[config.mk]
export PLATFORM = sky130hd
export DESIGN_NAME = spdif_conceal
export DESIGN_NICKNAME = d
export VERILOG_FILES = /design/src/rtl/spdif_conceal_pkg.sv /design/src/rtl/spdif_parity_check.sv /design/src/rtl/spdif_hold_path.sv /design/src/rtl/spdif_conceal.sv
export SDC_FILE = /design/constraint.sdc
export NUM_CORES = 1
export LEC_CHECK = 0
export BUFFER_PORTS_ARGS = -buffer_cell sky130_fd_sc_hd__buf_2
export CORE_ASPECT_RATIO = 1.5
export CORE_MARGIN = 2
export CORE_UTILIZATION = 40
export CTS_CLUSTER_DIAMETER = 120
export DETAILED_ROUTE_END_ITERATION = 16
export GPL_TIMING_DRIVEN = 0
export HOLD_SLACK_MARGIN = 0.03
export MAX_ROUTING_LAYER = met4
export RECOVER_POWER = 50
export SLEW_MARGIN = 20
export SYNTH_ARGS = -nofsm -noshare
export SYNTH_HDL_FRONTEND = slang
export SYNTH_SLANG_ARGS = --single-unit
[constraint.sdc]
create_clock -name clk -period 8.9 [get_ports clk]
set_input_delay 1.335 -clock clk [delete_from_list [all_inputs] [get_ports clk]]
set_output_delay 1.335 -clock clk [all_outputs]
set_load 0.03 [all_outputs]
[src/rtl/spdif_conceal_pkg.sv]
package spdif_conceal_pkg;
  localparam int SAMPLE_W = 24;
  localparam int NUM_CH   = 2;
  localparam int CH_W     = (NUM_CH > 1) ? $clog2(NUM_CH) : 1;

  typedef logic [SAMPLE_W-1:0] sample_t;
  typedef logic [CH_W-1:0]     chan_t;
endpackage

[src/rtl/spdif_parity_check.sv]
module spdif_parity_check #(
  parameter int W = 24
) (
  input  logic [W-1:0] sample,
  input  logic         validity,
  input  logic         user,
  input  logic         status,
  input  logic         parity,
  output logic         err
);
  // even parity across the payload and flag bits; an odd total is a fault
  always_comb err = ^{sample, validity, user, status, parity};
endmodule

[src/rtl/spdif_hold_path.sv]
module spdif_hold_path #(
  parameter int W   = 24,
  parameter int NCH = 2,
  parameter int CHW = 1
) (
  input  logic           clk,
  input  logic           rst_n,
  input  logic           in_valid,
  input  logic [CHW-1:0] in_chan,
  input  logic [W-1:0]   in_sample,
  input  logic           in_bad,
  output logic           out_valid,
  output logic [CHW-1:0] out_chan,
  output logic [W-1:0]   out_sample,
  output logic           out_subst
);
  logic [W-1:0] hold_q [NCH];
  logic [W-1:0] held;

  for (genvar g = 0; g < NCH; g++) begin : g_hold
    always_ff @(posedge clk) begin
      if (!rst_n)
        hold_q[g] <= '0;
      else if (in_valid && !in_bad && (in_chan == CHW'(g)))
        hold_q[g] <= in_sample;
    end
  end

  always_comb begin
    held = '0;
    for (int i = 0; i < NCH; i++)
      if (in_chan == CHW'(i)) held = hold_q[i];
  end

  always_ff @(posedge clk) begin
    if (!rst_n) begin
      out_valid  <= 1'b0;
      out_chan   <= '0;
      out_sample <= '0;
      out_subst  <= 1'b0;
    end else begin
      out_valid <= in_valid;
      if (in_valid) begin
        out_chan   <= in_chan;
        out_subst  <= in_bad;
        out_sample <= in_bad ? held : in_sample;
      end
    end
  end
endmodule

[src/rtl/spdif_conceal.sv]
module spdif_conceal
  import spdif_conceal_pkg::*;
(
  input  logic                clk,
  input  logic                rst_n,
  input  logic                in_valid,
  input  logic [CH_W-1:0]     in_chan,
  input  logic [SAMPLE_W-1:0] in_sample,
  input  logic                in_validity,
  input  logic                in_user,
  input  logic                in_status,
  input  logic                in_parity,
  input  logic                in_biphase_err,
  output logic                conv_valid,
  output logic [CH_W-1:0]     conv_chan,
  output logic [SAMPLE_W-1:0] conv_sample,
  output logic                conv_subst,
  output logic                retx_valid,
  output logic [CH_W-1:0]     retx_chan,
  output logic [SAMPLE_W-1:0] retx_sample,
  output logic                retx_subst
);
  logic par_err;
  logic conv_bad;
  logic retx_bad;

  spdif_parity_check #(.W(SAMPLE_W)) u_par (
    .sample   (in_sample),
    .validity (in_validity),
    .user     (in_user),
    .status   (in_status),
    .parity   (in_parity),
    .err      (par_err)
  );

  always_comb begin
    conv_bad = par_err | in_biphase_err | in_validity;
    retx_bad = in_validity;
  end

  spdif_hold_path #(.W(SAMPLE_W), .NCH(NUM_CH), .CHW(CH_W)) u_conv (
    .clk        (clk),
    .rst_n      (rst_n),
    .in_valid   (in_valid),
    .in_chan    (in_chan),
    .in_sample  (in_sample),
    .in_bad     (conv_bad),
    .out_valid  (conv_valid),
    .out_chan   (conv_chan),
    .out_sample (conv_sample),
    .out_subst  (conv_subst)
  );

  spdif_hold_path #(.W(SAMPLE_W), .NCH(NUM_CH), .CHW(CH_W)) u_retx (
    .clk        (clk),
    .rst_n      (rst_n),
    .in_valid   (in_valid),
    .in_chan    (in_chan),
    .in_sample  (in_sample),
    .in_bad     (retx_bad),
    .out_valid  (retx_valid),
    .out_chan   (retx_chan),
    .out_sample (retx_sample),
    .out_subst  (retx_subst)
  );
endmodule

# Word level (Yosys, flattened, before mapping)
# Memories as Yosys holds them, arrays and structs flattened.
# Cells that the tools add are included.
[totals]
regBits = 52
ram_bits = 96
inputBits = 33
out_inout_bits = 54
elab_cells = 45
mem_count = 2
[memory_table]
columns = ["memory", "depth", "word_bits", "rd", "rd_clocked_by_memory_dff", "write_ports", "line_no", "text"]
rows = [
  ["u_conv.hold_q", 2, 24, 2, 0, 2, "spdif_hold_path.sv:17", "logic [W-1:0] hold_q [NCH];"],
  ["u_retx.hold_q", 2, 24, 2, 0, 2, "spdif_hold_path.sv:17", ""],
]
[op_classes]
mux = 21
bitwise = 7
n_reduce_logical = 9
[ops]
columns = ["operator", "n"]
rows = [
  ["24-bit two-way mux", 8],
  ["28-bit parity", 1],
  ["1-bit two-way mux", 13],
  ["1-bit logical AND", 6],
  ["1-bit bitwise OR", 6],
  ["1-bit zero test", 2],
  ["1-bit inverter", 1],
]

# Depth between registers and ports, before layout
[logic_depth]
word_depth = 10
depth_mapped = 9
depth_no_buf = 6

# Modules after synthesis
# From an unflattened synthesis, not the netlist that was laid out.
[hier_totals]
cells_unflattened = 530
area_unflattened_um2 = 7064.3
[modules_own_cells]
columns = ["mod", "instances", "cells_per_inst", "area_per_inst_um2", "seq_area_each_um2"]
rows = [
  ["spdif_hold_path", 2, 252, 3402.0, 1981.9],
  ["spdif_parity_check", 1, 25, 254.0, 0.0],
  ["spdif_conceal", 1, 1, 6.3, 0.0],
]

# Worst setup path before layout
# OpenSTA, ideal clock, no wires.
[synth_path]
path_type = "input-to-reg"
startpoint = "input in_validity"
endpoint = "memory u_conv.hold_q[0][0] (enable)"
setup_time_ns = 0.442
arrival_time_ns = 4.575
t_required_ns = 8.458
path_slack_ns = 3.883
path_stages = 8
cell_sequence = "buf_2 -> xnor2_1 -> xnor2_1 -> xnor2_1 -> xor3_1 -> buf_2 -> nand2_1 -> o31ai_1"
[synth_lines]
columns = ["element", "line_no", "text"]
rows = [
  ["start: declaration", "spdif_conceal.sv:9", "input logic in_validity,"],
  ["end: declaration", "spdif_hold_path.sv:17", ""],
]

==> impl_metrics.tcl <==
set metrics [dict create \
    power_density_nw_per_um2 249 \
    core_um2 16600 \
    synth_top_area_cell "edfxtp_1" \
    insertion_delay_ns 0.42 \
    crit_type "in2reg" \
    status "finished with violations" \
    syn_inst 572 \
    synth_fp_nets 605 \
    drt_iter0_drc 272 \
    fill_cells 1532 \
    clock_path_buffers 2 \
    die_y_um 163 \
    totalWireLength_um 17400 \
    yosysWarnings 0 \
    rsz0062_at_grt "no" \
    clockRootBuffer "clkbuf_16" \
    cts-resized-gates 0 \
    clkTransAtPathRegs_ns 0.06 \
    p_total_mw 1.99 \
    crit_arrival_ns 4.31 \
    grt_antenna_before_repair 0 \
    placed_cells 869 \
    vias 4809 \
    synth_area_um2 6700 \
    synth_area_leaders "edfxtp_1 (43%), dfxtp_1 (16%), and2_1 (9.0%)" \
    antenna_cells 0 \
    yosys.cell_types.count 30 \
    grt_pass1_wl_um 27000 \
    synth-main-ff-cell "edfxtp_1" \
    switching_power_mw 0.601 \
    comb_power_share 0.213 \
    via_per_inst 5.34 \
    hold_class "reg2reg" \
    clock_sinks 148 \
    synth-seq-cells 148 \
    grt_pass1_vias 5031 \
    syn_to_final_growth_pct 19.3 \
    dpl.hpwl_um 12600 \
    intPower_mw 1.39 \
    synth_edf_count 96 \
    whs_ns 0.487 \
    gr-total-overflow 0 \
    detail_route.wl_per_cell_um 19.3 \
    grt_usage 0.210 \
    gp_congestion 0.865 \
    cts_setup_buffers 0 \
    numCtsBuffers 17 \
    die_w_um 110 \
    maxCapViolations 1 \
    p_leak_nw 2.96 \
    tightestPinTransition_ns 1.48 \
    cts-hold-fix-buffers 0 \
    worst-path-max-fanout 14 \
    nets 711 \
    final_cell_area_um2 8000 \
    seqPwrFrac 0.420 \
    worstSetupStartpointType "primary input" \
    max_clock_freq_ghz 0.239 \
    placed_area_um2 7520 \
    ys_async_sr_fraction 0 \
    setup_violations 0 \
    dr.pass1.iters 4 \
    die_area_um2 17800 \
    drive_gt1_frac 0.116 \
    synth-seq-area-share 0.585 \
    max-slew-margin-rel 0.00149 \
    crit_required_ns 9.02 \
    syn_avg_cell_area_um2 11.7 \
    portBuffers 83 \
    antenna_left 0 \
    power_frac_clock 0.367 \
    boundaryPins 87 \
    period_needed_ns 4.19 \
    critPathCaptureType "flip-flop" \
    swShare 0.302 \
    final_cells 901 \
    initial_core_util 0.403 \
    synth.top_cell.area_share 0.430 \
    violations "max-capacitance violations" \
    synth_common_cells "and2_1 (96), edfxtp_1 (96), nor2_1 (55), dfxtp_1 (52), mux2i_1 (49)" \
    slew_viol_final 0 \
    rows 58 \
    fin_setup_tns_ns 0 \
    hold_violations 0 \
    fin_crit_sh 0.471 \
    grt_max_degree 17 \
    drc_errors 0 \
    skew_ns 0.00689 \
    cts_tree "built" \
    h-tree-depth 4 \
    max-vdd-ir-drop_uv 105 \
]
==> per-layer routing <==
metal,vias to the layer above,global-route usage,part of all wire
met5,-,-,0
met4,0,0.0978,0.025
met3,33,0.0308,0.046
met2,142,0.354,0.53
met1,2354,0.243,0.40
li1,2280,-,-
==> through the flow <==
stage / utilization / setup slack (ns)
5_1_grt: 0.481 / 4.46
3_3_place_gp: 0.444 / 2.17
4_1_cts: 0.490 / 4.76
3_5_place_dp: 0.453 / 4.35
6_report: 0.481 / 4.71
2_1_floorplan: - / 3.88
==> cells by family (layout without fill, tap and decap cells) <==
kind of cell,count (synthesis),in the layout,synth area share
buffers and inverters,50,169,0.0327
AO/OA/AOI/OAI,113,113,0.115
XOR/XNOR,26,26,0.0416
multiplexers,49,49,0.0732
AND/OR/NAND/NOR,186,186,0.152
flip-flops,148,148,0.585
==> power groups by stage <==
stage	Sequential, mW	Combinational [mW]	Clock [mW]
after global placement	0.850	0.415	0
after CTS	0.835	0.437	0.739
after floorplan	0.900	0.235	0
after detailed placement	0.850	0.435	0
final	0.836	0.423	0.731
after global routing	0.843	0.457	0.766
==> cells in the final DEF (no fill, tap or decap), types with 2 or more instances in the layout <==
cell,netlist,final
buf_1,8,6
xnor2_1,21,21
buf_6,2,3
nor4_4,2,2
clkbuf_8,0,3
o211ai_1,13,13
a21oi_1,25,25
mux2i_1,49,49
clkbuf_16,0,18
and2_1,96,82
nand2_1,16,16
a32o_1,11,11
edfxtp_1,96,96
nand2b_1,2,2
buf_4,2,2
nand4_1,13,13
a211oi_1,35,35
clkbuf_1,29,89
inv_4,0,2
and2_0,0,14
buf_2,7,34
o21ai_0,17,16
clkinv_2,0,3
o21a_1,11,11
inv_1,2,2
bufinv_16,0,2
clkinv_4,0,3
dfxtp_1,52,52
nor2_1,55,55
==> cell type report <==
cell class	count	area (um^2)	area share
Timing Repair Buffer	87	393	0.0491
Clock inverter	11	121	0.0152
Multi-Input combinational cell	374	2580	0.323
Clock buffer	21	492	0.0615
Sequential cell	148	3920	0.491
Buffer	48	210	0.0263
Inverter	2	7.51	0.000939
Tap cell	210	263	0.0329
==> path summary, 6_finish.rpt <==
| kind | start | end | slack [ns] | depth (start not counted) |
|---|---|---|---|---|
| min | u_retx.out_chan | u_retx.out_chan | 0.49 | 2 |
| max | in_validity | u_conv.hold_q[0][7] | 4.71 | 9 |
| max reg2reg | u_conv.hold_q[0][8] | u_conv.out_sample[8] | 7.91 | 4 |
| min reg2reg | u_retx.out_chan | u_retx.out_chan | 0.49 | 2 |
==> critical path, cell delays in order <==
cell	delay [ns]
clkbuf_1	0.39
xnor2_1	0.17
xnor2_1	0.16
xnor2_1	0.30
xor3_1	0.53
buf_2	0.32
nand2_1	0.19
o31ai_4	0.61
buf_6	0.28
==> sequential cells by signal (all words and copies together) (netlist names) <==
signal / count
u_retx.out_sample: 24
u_conv.out_sample: 24
u_conv.out_subst: 1
u_retx.out_subst: 1
u_conv.hold_q: 48
u_retx.out_valid: 1
u_retx.out_chan: 1
u_retx.hold_q: 48
Power figures use the tool's default switching activity.
